<file path="config.mk">
export PLATFORM = sky130hd
export DESIGN_NAME = serial_dispram
export DESIGN_NICKNAME = d
export VERILOG_FILES = /design/src/rtl/dspram_pkg.sv /design/src/rtl/dspram_edges.sv /design/src/rtl/dspram_seq.sv /design/src/rtl/dspram_cols.sv /design/src/rtl/serial_dispram.sv
export SDC_FILE = /design/constraint.sdc
export NUM_CORES = 1
export LEC_CHECK = 0
export BUFFER_PORTS_ARGS = -buffer_cell sky130_fd_sc_hd__buf_2
export CAP_MARGIN = 40
export CORE_UTILIZATION = 57
export CTS_CLUSTER_DIAMETER = 30
export DETAILED_ROUTE_END_ITERATION = 10
export MAX_ROUTING_LAYER = met4
export PLACE_DENSITY_LB_ADDON = 0.15
export SLEW_MARGIN = 20
export SYNTH_ARGS = -nofsm -noshare
export SYNTH_HDL_FRONTEND = slang
export SYNTH_SLANG_ARGS = --single-unit
</file>
<file path="constraint.sdc">
create_clock -name clk -period 1.71 [get_ports clk]
set_input_delay 0 -clock clk [delete_from_list [all_inputs] [get_ports clk]]
set_output_delay 0 -clock clk [all_outputs]
set_load 0.005 [all_outputs]
</file>
<file path="src/rtl/dspram_pkg.sv">
package dspram_pkg;

  typedef struct packed {
    logic [2:0] bp_code;
    logic       master;
  } panel_cfg_t;

  localparam panel_cfg_t CFG_RESET = '{bp_code: 3'b111, master: 1'b1};

endpackage

</file>
<file path="src/rtl/dspram_edges.sv">
module dspram_edges (
  input  logic clk,
  input  logic rst_n,
  input  logic sclk,
  input  logic cs_n,
  output logic sclk_rise,
  output logic sclk_fall,
  output logic frame_req
);

  logic sclk_q;
  logic cs_q;

  always_ff @(posedge clk or negedge rst_n) begin
    if (!rst_n) begin
      sclk_q <= 1'b0;
      cs_q   <= 1'b1;
    end else begin
      sclk_q <= sclk;
      cs_q   <= cs_n;
    end
  end

  assign sclk_rise = sclk & ~sclk_q;
  assign sclk_fall = ~sclk & sclk_q;
  // a select edge counts only while the serial clock stays low
  assign frame_req = cs_q & ~cs_n & ~sclk & ~sclk_q;

endmodule

</file>
<file path="src/rtl/dspram_seq.sv">
module dspram_seq #(
  parameter int ADDR_W = 5,
  parameter int ROWS   = 8,
  parameter int SPAN   = 3,
  parameter int COLS   = 24
) (
  input  logic              clk,
  input  logic              rst_n,
  input  logic              sclk_rise,
  input  logic              frame_req,
  input  logic              sdi,
  output logic              active,
  output logic              in_data,
  output logic              data_step,
  output logic              hdr_strobe,
  output logic              grp_strobe,
  output logic              cfg_strobe,
  output logic              rw,
  output logic              col_valid,
  output logic [ADDR_W-1:0] addr,
  output logic [ADDR_W-1:0] ptr,
  output logic [ADDR_W-1:0] ptr_next
);

  localparam int HDR   = ADDR_W + 1;
  localparam int FRAME = HDR + SPAN * ROWS;
  localparam int CNT_W = $clog2(FRAME + 1);
  localparam int SEL_W = $clog2(ROWS);
  localparam int GRP_W = (SPAN > 1) ? $clog2(SPAN) : 1;

  localparam logic [CNT_W-1:0] CNT_ADDR_END = CNT_W'(ADDR_W);
  localparam logic [CNT_W-1:0] CNT_HDR_LAST = CNT_W'(HDR - 1);
  localparam logic [CNT_W-1:0] CNT_DATA     = CNT_W'(HDR);
  localparam logic [CNT_W-1:0] CNT_LAST     = CNT_W'(FRAME - 1);
  localparam logic [SEL_W-1:0] SEL_LAST     = SEL_W'(ROWS - 1);
  localparam logic [SEL_W-1:0] SEL_CFG      = SEL_W'(3);
  localparam logic [GRP_W-1:0] GRP_LAST     = GRP_W'(SPAN - 1);

  logic              act_q, act_d;
  logic [CNT_W-1:0]  cnt_q, cnt_d;
  logic [SEL_W-1:0]  sel_q, sel_d;
  logic [GRP_W-1:0]  grp_q, grp_d;
  logic [ADDR_W-1:0] addr_q, addr_d;
  logic [ADDR_W-1:0] ptr_q, ptr_d;
  logic              rw_q, rw_d;
  logic              step;

  assign step      = act_q & sclk_rise;
  assign in_data   = act_q & (cnt_q >= CNT_DATA);
  assign ptr_next  = (ptr_q == ADDR_W'(COLS - 1)) ? '0 : ptr_q + 1'b1;

  always_comb begin
    act_d  = act_q;
    cnt_d  = cnt_q;
    sel_d  = sel_q;
    grp_d  = grp_q;
    addr_d = addr_q;
    ptr_d  = ptr_q;
    rw_d   = rw_q;
    if (!act_q) begin
      if (frame_req) begin
        act_d = 1'b1;
        cnt_d = '0;
        sel_d = '0;
        grp_d = '0;
      end
    end else if (sclk_rise) begin
      cnt_d = cnt_q + 1'b1;
      if (cnt_q < CNT_ADDR_END) addr_d = {addr_q[ADDR_W-2:0], sdi};
      if (cnt_q == CNT_HDR_LAST) begin
        rw_d  = sdi;
        ptr_d = addr_q;
      end
      if (in_data) begin
        if (sel_q == SEL_LAST) begin
          sel_d = '0;
          grp_d = grp_q + 1'b1;
          if (grp_q != GRP_LAST) ptr_d = ptr_next;
        end else begin
          sel_d = sel_q + 1'b1;
        end
      end
      if (cnt_q == CNT_LAST) act_d = 1'b0;
    end
  end

  always_ff @(posedge clk or negedge rst_n) begin
    if (!rst_n) begin
      act_q  <= 1'b0;
      cnt_q  <= '0;
      sel_q  <= '0;
      grp_q  <= '0;
      addr_q <= '0;
      ptr_q  <= '0;
      rw_q   <= 1'b0;
    end else begin
      act_q  <= act_d;
      cnt_q  <= cnt_d;
      sel_q  <= sel_d;
      grp_q  <= grp_d;
      addr_q <= addr_d;
      ptr_q  <= ptr_d;
      rw_q   <= rw_d;
    end
  end

  assign active     = act_q;
  assign data_step  = step & in_data;
  assign hdr_strobe = step & (cnt_q == CNT_HDR_LAST);
  assign grp_strobe = data_step & (sel_q == SEL_LAST);
  assign cfg_strobe = data_step & (grp_q == '0) & (sel_q == SEL_CFG);
  assign rw         = rw_q;
  assign col_valid  = {1'b0, addr_q} < (ADDR_W + 1)'(COLS);
  assign addr       = addr_q;
  assign ptr        = ptr_q;

endmodule

</file>
<file path="src/rtl/dspram_cols.sv">
module dspram_cols #(
  parameter int COLS   = 24,
  parameter int ROWS   = 8,
  parameter int ADDR_W = 5
) (
  input  logic              clk,
  input  logic              we,
  input  logic [ADDR_W-1:0] waddr,
  input  logic [ROWS-1:0]   wdata,
  input  logic [ADDR_W-1:0] raddr_a,
  input  logic [ADDR_W-1:0] raddr_b,
  output logic [ROWS-1:0]   rdata_a,
  output logic [ROWS-1:0]   rdata_b
);

  logic [ROWS-1:0] mem [COLS];

  always_ff @(posedge clk) begin
    if (we) mem[waddr] <= wdata;
  end

  assign rdata_a = ({1'b0, raddr_a} < (ADDR_W + 1)'(COLS)) ? mem[raddr_a] : '1;
  assign rdata_b = ({1'b0, raddr_b} < (ADDR_W + 1)'(COLS)) ? mem[raddr_b] : '1;

endmodule

</file>
<file path="src/rtl/serial_dispram.sv">
module serial_dispram
  import dspram_pkg::*;
#(
  parameter int COLS     = 24,
  parameter int ROWS     = 8,
  parameter int ADDR_W   = 5,
  parameter int SPAN     = 3,
  parameter int CFG_ADDR = 24
) (
  input  logic              clk,
  input  logic              rst_n,
  input  logic              sclk,
  input  logic              cs_n,
  input  logic              sdi,
  output logic              sdo_pull_low,
  output logic              busy,
  output logic [2:0]        cfg_bp_code,
  output logic              cfg_master,
  input  logic [ADDR_W-1:0] scan_col,
  output logic [ROWS-1:0]   scan_data
);

  logic [1:0] rst_sync;
  logic       rst_core;

  always_ff @(posedge clk or negedge rst_n) begin
    if (!rst_n) rst_sync <= 2'b00;
    else        rst_sync <= {rst_sync[0], 1'b1};
  end
  assign rst_core = rst_sync[1];

  logic              sclk_rise, sclk_fall, frame_req;
  logic              active, in_data, data_step, hdr_strobe, grp_strobe, cfg_strobe;
  logic              rw, col_valid;
  logic [ADDR_W-1:0] addr, ptr, ptr_next, rd_col;
  logic [ROWS-1:0]   rd_data, shift_in;
  logic              we;

  dspram_edges u_edges (
    .clk       (clk),
    .rst_n     (rst_core),
    .sclk      (sclk),
    .cs_n      (cs_n),
    .sclk_rise (sclk_rise),
    .sclk_fall (sclk_fall),
    .frame_req (frame_req)
  );

  dspram_seq #(.ADDR_W(ADDR_W), .ROWS(ROWS), .SPAN(SPAN), .COLS(COLS)) u_seq (
    .clk        (clk),
    .rst_n      (rst_core),
    .sclk_rise  (sclk_rise),
    .frame_req  (frame_req),
    .sdi        (sdi),
    .active     (active),
    .in_data    (in_data),
    .data_step  (data_step),
    .hdr_strobe (hdr_strobe),
    .grp_strobe (grp_strobe),
    .cfg_strobe (cfg_strobe),
    .rw         (rw),
    .col_valid  (col_valid),
    .addr       (addr),
    .ptr        (ptr),
    .ptr_next   (ptr_next)
  );

  logic [ROWS-1:0] sh_q, sh_d;
  panel_cfg_t      cfg_q, cfg_d;
  logic            sdo_q, sdo_d;

  assign shift_in = {sdi, sh_q[ROWS-1:1]};
  assign rd_col   = hdr_strobe ? addr : ptr_next;
  assign we       = grp_strobe & ~rw & col_valid;

  dspram_cols #(.COLS(COLS), .ROWS(ROWS), .ADDR_W(ADDR_W)) u_cols (
    .clk     (clk),
    .we      (we),
    .waddr   (ptr),
    .wdata   (shift_in),
    .raddr_a (rd_col),
    .raddr_b (scan_col),
    .rdata_a (rd_data),
    .rdata_b (scan_data)
  );

  // one register assembles write columns and holds the column being read
  always_comb begin
    sh_d = sh_q;
    if (hdr_strobe || grp_strobe) sh_d = col_valid ? rd_data : '1;
    else if (data_step)           sh_d = shift_in;
  end

  always_comb begin
    cfg_d = cfg_q;
    if (cfg_strobe && !rw && (addr == ADDR_W'(CFG_ADDR)))
      cfg_d = '{bp_code: {sh_q[ROWS-3], sh_q[ROWS-2], sh_q[ROWS-1]}, master: sdi};
  end

  always_comb begin
    sdo_d = sdo_q;
    if (sclk_fall) sdo_d = (active && rw && in_data) ? sh_q[0] : 1'b1;
  end

  always_ff @(posedge clk or negedge rst_core) begin
    if (!rst_core) begin
      sh_q  <= '1;
      cfg_q <= CFG_RESET;
      sdo_q <= 1'b1;
    end else begin
      sh_q  <= sh_d;
      cfg_q <= cfg_d;
      sdo_q <= sdo_d;
    end
  end

  assign sdo_pull_low = ~sdo_q;
  assign busy         = active;
  assign cfg_bp_code  = cfg_q.bp_code;
  assign cfg_master   = cfg_q.master;

endmodule

</file>
# Word level (Yosys, flattened, before mapping)
# Memory sizes are Yosys's and may differ from the RTL's.
# Cells that the tools add are included.
# classes
add_sub_neg,4
mul,0
div_mod_pow,0
magnitude_cmp,5
eq_ne,10
shift,0
muxes,31
n_bitwise,19
n_reduce_logical,15
# op_table
operator,count
$mux W5,9
$mux W8,5
$eq A5 B5 Y1 const B,3
$lt A5 B5 Y1 const B,3
$mux W3,5
$and A1 B1 Y1,14
$add A5 B1 Y5 const B,2
$mux W2,5
$reduce_and A3 Y1,3
$mux W1,7
$ne A2 B2 Y1 const B,3
$eq A5 B3 Y1 const B,1
$ge A5 B3 Y1 const B,1
$lt A5 B3 Y1 const B,1
$not A1 Y1,5
$logic_and A1 B1 Y1,4
$reduce_and A2 Y1,2
$reduce_and A4 Y1,1
$reduce_bool A2 Y1,2
$add A3 B1 Y3 const B,1
$eq A3 B2 Y1 const B,1
$eq A3 B3 Y1 const B,1
$add A2 B1 Y2 const B,1
$logic_not A2 Y1,1
3 further kinds,3
# word_totals
regBits,39
latch_bits,0
ram_bits,192
mem_bits_ro,0
inputBits,10
out_inout_bits,14
memories,1
# memory_table
name,depth,word_bits,read_ports,rd_clocked_by_memory_dff,write_ports,line,source
u_cols.mem,24,8,2,0,1,dspram_cols.sv:16,logic [ROWS-1:0] mem [COLS];

# Logic depth before layout (Yosys ltp)
# Gate-level depths: netlist of run 1.
# logic_depth
ltp_word,9
depth_mapped,12
mapped_depth_nobuf,8

# Modules after synthesis
# From an unflattened synthesis of run 1, not the netlist that was laid out.
# hier_totals
hier_cells,660
hier_area_um2,11379.7
# modules_own_cells
module,n_inst,cells_per_inst,area_each_um2,seq_area_each_um2
dspram_cols,1,474,9307.7,5765.5
dspram_seq,1,119,1241.2,550.5
serial_dispram,1,62,750.7,391.6
dspram_edges,1,5,80.1,51.3

# Least setup slack after synthesis of run 1
# Ideal clock, no wire load.
# synth_path
path_kind,register to register
from,reg u_seq.act_q (netlist: u_seq.active)
to,"mem u_cols.mem[0][0], enable pin"
arrival_ns,1.999
required_ns,1.340
setup_slack_ns,-0.660
stages_incl_launch_ff,8
synth_period_minus_slack_ns,2.370
path_cell_list,dfrtp_1 -> buf_4 -> nand3b_4 -> buf_2 -> a211o_1 -> nor3b_1 -> nand2_1 -> nor2_1
# synth_via
elab_chain_len,7
# synth_lines
element,line,source
start: declaration,dspram_seq.sv:39,"logic act_q, act_d;"
start signal: assignment,dspram_seq.sv:97,act_q <= act_d;
$and A1 B1 Y1 (on tied branches),"dspram_seq.sv:48, dspram_seq.sv:49",
$and A1 B1 Y1 *,dspram_seq.sv:108,assign data_step = step & in_data;
$and A1 B1 Y1 *,dspram_seq.sv:110,assign grp_strobe = data_step & (sel_q == SEL_LAST);
$and A1 B1 Y1 * (2 in series),serial_dispram.sv:74,assign we = grp_strobe & ~rw & col_valid;
$mux W1 *,dspram_cols.sv:19,if (we) mem[waddr] <= wdata;
$mux W1 (not written as such) *,dspram_cols.sv:19,
end: declaration,dspram_cols.sv:16,
# Every way passes the cells marked *; elsewhere a longest branch is shown, timed or not.

# Worst setup path after layout of run 1
# layout_path
from,reg u_seq.cnt_q[1]
to,reg sh_q[4]
# layout_via
elab_chain_len,7
# layout_lines
element,line,source
start: declaration,dspram_seq.sv:40,"logic [CNT_W-1:0] cnt_q, cnt_d;"
start signal: assignment,dspram_seq.sv:98,cnt_q <= cnt_d;
$eq A5 B3 Y1,dspram_seq.sv:109,assign hdr_strobe = step & (cnt_q == CNT_HDR_LAST);
$and A1 B1 Y1,dspram_seq.sv:109,
$mux W5,serial_dispram.sv:73,assign rd_col = hdr_strobe ? addr : ptr_next;
$mem_v2 Z24 W8 / $lt A5 B5 Y1 (equally long branches),--,
$mux W8,dspram_cols.sv:22,"assign rdata_a = ({1'b0, raddr_a} < (ADDR_W + 1)'(COLS)) ? mem[raddr_a] : '1;"
$mux W8 (2 in series),serial_dispram.sv:90,if (hdr_strobe || grp_strobe) sh_d = col_valid ? rd_data : '1;
end signal: assignment,serial_dispram.sv:107,sh_q <= '1;
end signal: assignment,serial_dispram.sv:111,sh_q <= sh_d;
end: declaration,serial_dispram.sv:68,"logic [ROWS-1:0] sh_q, sh_d;"
# Parallel ways exist; a longest one is shown, timed or not.
# A chain may end at the register's enable or synchronous reset.

==> results of run 1 <==
worst min-delay path by stage:
| stage | cells past startpoint | from | to |
|---|---|---|---|
| 5_1_grt | 4 | sclk | u_seq.cnt_q[0]$_DFFE_PN0P_ |
| 3_3_place_gp | 1 | rst_n | rst_sync[0]$_DFF_PN0_ |
| 4_1_cts | 4 | sclk | u_seq.cnt_q[0]$_DFFE_PN0P_ |
| 3_5_place_dp | 1 | rst_n | rst_sync[0]$_DFF_PN0_ |
| 2_1_floorplan | 0 | rst_n | rst_sync[0]$_DFF_PN0_ |
| 6_report | 4 | sclk | u_seq.cnt_q[0]$_DFFE_PN0P_ |
registers in the layout (all words and copies together) (netlist names):
register        cells
u_seq.addr          5
u_seq.ptr           5
sdo_q               1
rst_sync            2
u_seq.active        1
sh_q                8
u_seq.grp_q         2
cfg_master          1
cfg_bp_code         3
u_edges.sclk_q      1
u_seq.sel_q         3
u_seq.cnt_q         5
u_cols.mem        192
u_seq.rw            1
u_edges.cs_q        1
where the power goes:
| part | internal [uW] | switching, uW | leakage, uW | total, uW |
|---|---|---|---|---|
| Sequential | 7120 | 721 | 0.00217 | 7840 |
| Clock | 6150 | 3300 | 0.000812 | 9450 |
| Combinational | 5350 | 6890 | 0.00295 | 12200 |
repair_timing:
| action | in CTS | in global routing |
|---|---|---|
| hold buffers | 5 | 0 |
| hold endpoints to repair | 27 | 0 |
| pin swaps | 64 | 48 |
| gates resized for setup | 56 | 53 |
| setup buffers | 35 | 9 |
| endpoints found under the setup margin | 220 | 220 |
| cloned | 3 | 1 |
layout by cell type, fill, tap and decap left out, types with 6 or more instances in the layout:
master       n
buf_6       14
dfrtp_1     23
clkinv_4     6
edfxtp_1   192
o21ai_2     11
inv_6       13
a32oi_1      8
a211o_1      7
o22ai_1      6
nor2b_1      9
nand3_2      6
nand4_1     19
o21ai_1     17
buf_2       23
clkbuf_16   50
nand3_1    119
nand2_1     21
inv_1       19
nand2_2      7
o21ai_0     65
buf_4      171
mux4_2      56
a21oi_1     63
buf_12      42
mux2_2      10
a31oi_1     10
ha_1         6
dfstp_2     14
nor2_4      25
or3_1       11
nor2_1      17
clkinv_2     7
worst reg2reg max path, delay by kind of cell, from the launching register on:
kind                     cells  cell delay (ns)
flip-flops                   1             0.35
adder cells (fa/ha/maj)      1             0.19
AO/OA/AOI/OAI                4             0.97
AND/OR/NAND/NOR              2             0.63
buffers and inverters        4             0.53
through the flow:
stage / power (uW) / setup TNS (ns) / worst slack [ns] / util, % / cell area [sq um]
2_1_floorplan: 12700 / -90.56 / -0.490 / - / 12000
3_3_place_gp: 17000 / -135.40 / -0.814 / 70.1 / 13800
3_5_place_dp: 17300 / -141.85 / -0.851 / 70.1 / 13800
4_1_cts: 28100 / -126.26 / -0.736 / 82.2 / 16200
5_1_grt: 30200 / -139.50 / -1.01 / 83.2 / 16400
6_report: 29500 / -125.00 / -1.02 / 83.2 / 16400
layer usage:
metal,global-route usage [%],wire [um],up-vias
met4,20.0,2410,0
met1,52.0,14700,4900
li1,-,-,4113
met3,13.0,6240,242
met5,-,0,-
met2,58.2,18600,1033
final cells by class:
| class | instances | area [sq um] | area share (%) |
|---|---|---|---|
| Sequential cell | 231 | 6760 | 41.2 |
| Multi-Input combinational cell | 586 | 5000 | 30.5 |
| Timing Repair Buffer | 262 | 2590 | 15.8 |
| Clock buffer | 51 | 1240 | 7.58 |
| Clock inverter | 37 | 408 | 2.49 |
| Tap cell | 265 | 332 | 2.02 |
| Inverter | 20 | 75.1 | 0.457 |
| Antenna cell | 1 | 2.50 | 0.0152 |
cells by family after synthesis:
kind of cell / after synthesis
AND/OR/NAND/NOR: 264
AO/OA/AOI/OAI: 238
flip-flops: 231
buffers and inverters: 94
multiplexers: 66
adder cells (fa/ha/maj): 12
XOR/XNOR: 5
other: 1
==> flow_metrics.tcl, run 1 <==
set metrics [dict create \
    initial_core_util_pct 59.0 \
    synth.area.top_cells "edfxtp_1 (50%), mux4_2 (11%), dfrtp_1 (5.4%)" \
    rrSetupSlack_ns -1.02 \
    fill_cells 941 \
    routabilityCongestion 1.08 \
    synthSimpleGateAreaFrac_pct 11.8 \
    insertion_delay_ns 0.54 \
    numCtsBuffers 48 \
    routed-via-count 10300 \
    cpMostUsedCell "buf_12" \
    area_growth_pct 41.0 \
    postSynthCellCount 911 \
    synth_top_family_by_area "compound AO/OA/AOI/OAI gates" \
    grt_max_degree 39 \
    nNetsFinal 1171 \
    cts_root_buffer "clkbuf_16" \
    max_freq_mhz 366 \
    drv_cap 0 \
    yosys.cell_count.top_type "edfxtp_1" \
    firstDrtPassIters 7 \
    crit_path_max_fanout 8 \
    critical_path_buf_inv_count 4 \
    r2r_start "u_seq.cnt_q[1]$_DFFE_PN0P_" \
    synth-xor-area-share_pct 0.441 \
    die_h_um 145 \
    fp.dieW_um 145 \
    slowest_stage "nand4_1" \
    grt_overflow 0 \
    layout-drive-gt1-share_pct 44.8 \
    cpPeakStageDelay_ns 0.38 \
    avgSynthCellArea_sq_um 12.8 \
    cts_max_path_buffers 3 \
    cts_tree "yes" \
    route.detailed.drc 0 \
    wl_per_cell_um 28.9 \
    maxSlewHeadroom_pct 60.1 \
    synth_top_area_share_pct 49.5 \
    r2r_cells 11 \
    netlist_area_sq_um 11600 \
    grt_pass1_vias 10100 \
    timing.rr.end "sh_q[4]$_DFFE_PN1P_" \
    violations "setup timing" \
    slew_viol_final 0 \
    arrival_ns 3.18 \
    worst_slack_ns -1.02 \
    worst-path-stages 11 \
    skew_ns 0.0194 \
    rsz0062_at_grt "yes" \
    final-instance-count-excl-fill 1453 \
    cp.required_ns 2.16 \
    endpoint "sh_q[4]$_DFFE_PN1P_" \
    cp-end-kind "flip-flop" \
    die_area_sq_um 21000 \
    synth_flop_cell "edfxtp_1" \
    power-per-cell-area_nw_per_um2 1800 \
    path_clk_slew_ns 0.05 \
    synthAdderAreaFrac_pct 1.29 \
    dpl.hpwl_um 26500 \
    leakage_uw 0.00593 \
    synth_top_area_cell "edfxtp_1" \
    port_buffers 23 \
    hold_viol 0 \
    io_pins 24 \
    min_path_type "input pin to flip-flop" \
    crit_start "u_seq.cnt_q[1]$_DFFE_PN0P_" \
    grt_pass1_wl_um 61000 \
    antenna_found_initial 2 \
    synthArstFlopShare_pct 16.9 \
    yosys-mux-area-fraction_pct 11.8 \
    ant_nets 0 \
    core_area_sq_um 19700 \
    synth_edf_count 192 \
    synth_common_cells "edfxtp_1 (192), nand3_1 (125), o21ai_0 (84)" \
    period_share_pct 160 \
    place_inst 1321 \
    htree_levels 2 \
    ys_ff_latch 231 \
    finalSetupViolCount 220 \
    min_period_ns 2.73 \
    hold_slack_ns 0.0603 \
    grt_usage_pct 40.5 \
    ys_seq_area_share_pct 58.1 \
    clock-sinks 231 \
    drt-total-wl_um 42000 \
    yosysUniqueCellTypes 65 \
    synth_warnings 0 \
    synth_compound_area_share_pct 12.7 \
    rows 51 \
    synth_nets 933 \
    path_cells "inv_1, ha_2, and4bb_2, buf_12, a211oi_4, buf_12, buf_6, o21ai_4, a31oi_2, nand4_1, a32oi_1" \
    status "finished, violations left" \
    tightest_slew_ns 0.598 \
    max-vdd-ir-drop_uv 1250 \
    initialDrtViolationCount 1901 \
    via_per_inst 7.08 \
    critPathLaunchType "flip-flop" \
    crit_type "flip-flop to flip-flop" \
    cp_top_family "compound AO/OA/AOI/OAI gates" \
]
(Power assumes the default switching activity.)
==> inputs of run 2 (changes only) <==
- ABC_AREA: unset -> 1
- clock period: 1.71 -> 2.51 ns (I/O delays scaled with it)
==> run 2 against run 1 <==
Net effect: the flow now finishes without violations; non-clock buffer count shrank 165; fmax grew 14%; clock power fell by 36%; critical path type unchanged; routed wire length fell by 10%.
==> flow_metrics.tcl, run 2 <==
set metrics [dict create \
    status "completed" \
    worst_slack_ns 0.109 \
    tightest_slew_ns 0.713 \
    area_growth_pct 20.0 \
    numCtsBuffers 47 \
    port_buffers 23 \
    arrival_ns 2.63 \
    holdPathEnd "u_cols.mem[4][7]$_DFFE_PP_" \
    synth_flop_cell "edfxtp_1" \
    synthSimpleGateAreaFrac_pct 22.3 \
    rsz0062_at_grt "yes" \
    yosys-mux-area-fraction_pct 0 \
    largestRegisters "u_cols.mem (192), sh_q (8)" \
    initial_core_util_pct 58.4 \
    largest_register "u_cols.mem" \
    synth_top_family_by_area "simple AND/OR/NAND/NOR gates" \
    firstDrtPassIters 10 \
    ant_nets 0 \
    crit_type "flip-flop to flip-flop" \
    timing.rr.end "u_cols.mem[2][0]$_DFFE_PP_" \
    grt_pass1_wl_um 56300 \
    routed-via-count 10800 \
    rows 53 \
    crit_path_max_fanout 8 \
    worst_hold_path.num_cells 1 \
    synth_compound_area_share_pct 11.2 \
    slew_viol_final 0 \
    postSynthCellCount 1432 \
    synthArstFlopShare_pct 16.9 \
    insertion_delay_ns 0.53 \
    min_path_type "input pin to flip-flop" \
    synth_nets 1454 \
    htree_levels 2 \
    clock-sinks 231 \
    hold_start "sdi" \
    drv_cap 0 \
    ys_seq_area_share_pct 54.7 \
    max-vdd-ir-drop_uv 844 \
    r2r_cells 12 \
    cp-end-kind "flip-flop" \
    io_pins 24 \
    skew_ns 0.0155 \
    leakage_uw 0.00647 \
    power_uw 18100 \
    hold_slack_ns 0.0544 \
    avgSynthCellArea_sq_um 8.63 \
    antenna_found_initial 0 \
    detailedPlace.worstSlack_ns 0.0671 \
    synth.area.top_cells "edfxtp_1 (47%), nand3_1 (11%), nand2_1 (7.4%)" \
    yosysUniqueCellTypes 38 \
    drt-total-wl_um 37700 \
    dpl.hpwl_um 23100 \
    synth_edf_count 192 \
    grt_overflow 0 \
    synth_top_area_share_pct 46.7 \
    finalSetupViolCount 0 \
    min_period_ns 2.40 \
    r2r_start "u_seq.cnt_q[0]$_DFFE_PN0P_" \
    synth_warnings 0 \
    power-per-cell-area_nw_per_um2 1220 \
    layout-drive-gt1-share_pct 13.7 \
    synth-xor-area-share_pct 0.0709 \
    die_area_sq_um 22300 \
    synthAdderAreaFrac_pct 1.22 \
    grt_pass1_vias 10000 \
    netlist_area_sq_um 12400 \
    fp.dieW_um 149 \
    cts_tree "yes" \
    die_h_um 149 \
    rrSetupSlack_ns 0.11 \
    grt_usage_pct 34.9 \
    cpPeakStageDelay_ns 0.40 \
    diodes 0 \
    route.detailed.drc 0 \
    max_freq_mhz 417 \
    synth_common_cells "nand3_1 (274), nand2_1 (245), inv_1 (229)" \
    hold_viol 0 \
    path_cells "inv_1, ha_1, nand2_1, nand3_1, nand2_1, nor2_2, inv_1, nor3_1, buf_4, nand2_2, nor2_1, buf_4" \
    core_area_sq_um 21200 \
    nNetsFinal 1518 \
    grt_max_degree 113 \
    initialDrtViolationCount 1558 \
    cts_root_buffer "clkbuf_16" \
    yosys.cell_count.top_type "nand3_1" \
    cts_max_path_buffers 3 \
    mostFrequentLayoutCell "nand3_1" \
    slowest_stage "dfrtp_1" \
    maxSlewHeadroom_pct 52.5 \
    routabilityCongestion 1.00 \
    largest_register_ffs 192 \
    period_share_pct 95.7 \
    via_per_inst 5.97 \
    cp.required_ns 2.74 \
    ys_ff_latch 231 \
    synth_top_area_cell "edfxtp_1" \
    critPathLaunchType "flip-flop" \
    final_cell_mix "nand3_1 (273), nand2_1 (238), inv_1 (228), edfxtp_1 (192), a21oi_1 (123)" \
    path_clk_slew_ns 0.05 \
    wl_per_cell_um 20.8 \
]
==> run 2: changes by cell type in the layout (fill, tap and decap cells not counted), sizes merged, moves of 19 or more <==
cell / previous run / this run
o21ai: 94 / 120
nand3: 125 / 276
mux4: 56 / 0
nand3b: 2 / 21
buf: 256 / 90
nand4: 20 / 1
nand2: 30 / 249
inv: 36 / 240
a21oi: 67 / 124
==> run 2: worst max path at each step <==
stage / cells past startpoint / start / to / slack [ns]
final: 12 / u_seq.cnt_q[0]$_DFFE_PN0P_ / u_cols.mem[2][0]$_DFFE_PP_ / 0.11
after global routing: 12 / u_seq.cnt_q[0]$_DFFE_PN0P_ / u_cols.mem[10][5]$_DFFE_PP_ / -0.06
after CTS: 12 / u_seq.cnt_q[0]$_DFFE_PN0P_ / u_cols.mem[1][3]$_DFFE_PP_ / 0.01
after detailed placement: 12 / u_seq.cnt_q[0]$_DFFE_PN0P_ / u_cols.mem[2][3]$_DFFE_PP_ / 0.07
after global placement: 15 / u_seq.cnt_q[1]$_DFFE_PN0P_ / sh_q[5]$_DFFE_PN1P_ / 0.13
after floorplan: 9 / u_seq.active$_DFF_PN0_ / u_cols.mem[12][0]$_DFFE_PP_ / 0.12
==> run 2: kinds of logic after synthesis <==
kind of cell / Yosys count
DFF: 231
and+or+nand+nor: 606
adders and majority gates: 12
AOI/OAI and AO/OA: 262
xor gates and xnor gates: 1
other: 1
buffers and inverters: 319
==> run 2: area by class of cell <==
type / instances / area (sq um)
Fill cell: 1583 / 6330
Sequential cell: 231 / 6760
Timing Repair Buffer: 97 / 925
Inverter: 237 / 890
Tap cell: 275 / 344
Clock buffer: 56 / 1230
Clock inverter: 31 / 322
Multi-Input combinational cell: 882 / 4360
==> run 2: layer usage <==
metal  global-route usage, %  routed length (um)  up-vias
met5                       -                   0        -
met4                    16.0                1740        0
li1                        -                   -     4960
met3                    6.70                4330      112
met1                    46.3               14800     4999
met2                    51.8               16800      726
==> run 2: where the power goes <==
group          internal, uW  leakage, uW  switching, uW
Combinational          2390      0.00352           4430
Sequential             4760      0.00219            507
Clock                  4010     0.000754           2000
Total                 11200      0.00647           6930
==> run 2: metrics by stage <==
step | instance area [sq um] | instances | util [%] | setup TNS [ns]
floorplan | 12400 | 1432 | - | 0
global placement | 13100 | 1711 | 61.8 | 0
detailed placement | 13100 | 1711 | 61.8 | 0
CTS | 14700 | 1802 | 69.3 | 0
global route | 14800 | 1809 | 70.1 | -2.27
finish | 14800 | 1809 | 70.1 | 0
==> run 2: critical path, delay by kind of cell (launching register included) <==
| kind | cells | cell delay (ns) |
|---|---|---|
| buf+inv | 4 | 0.58 |
| flops | 1 | 0.40 |
| fa+ha+maj | 1 | 0.15 |
| simple gates | 7 | 0.97 |
==> run 2: what timing repair did <==
action | CTS | global route
setup buffers | 0 | 4
endpoints found under the setup margin | 8 | 176
hold endpoints to repair | 8 | 0
pin swaps | 0 | 3
hold buffers | 4 | 0
gates resized for setup | 1 | 12
cloned | 0 | 3
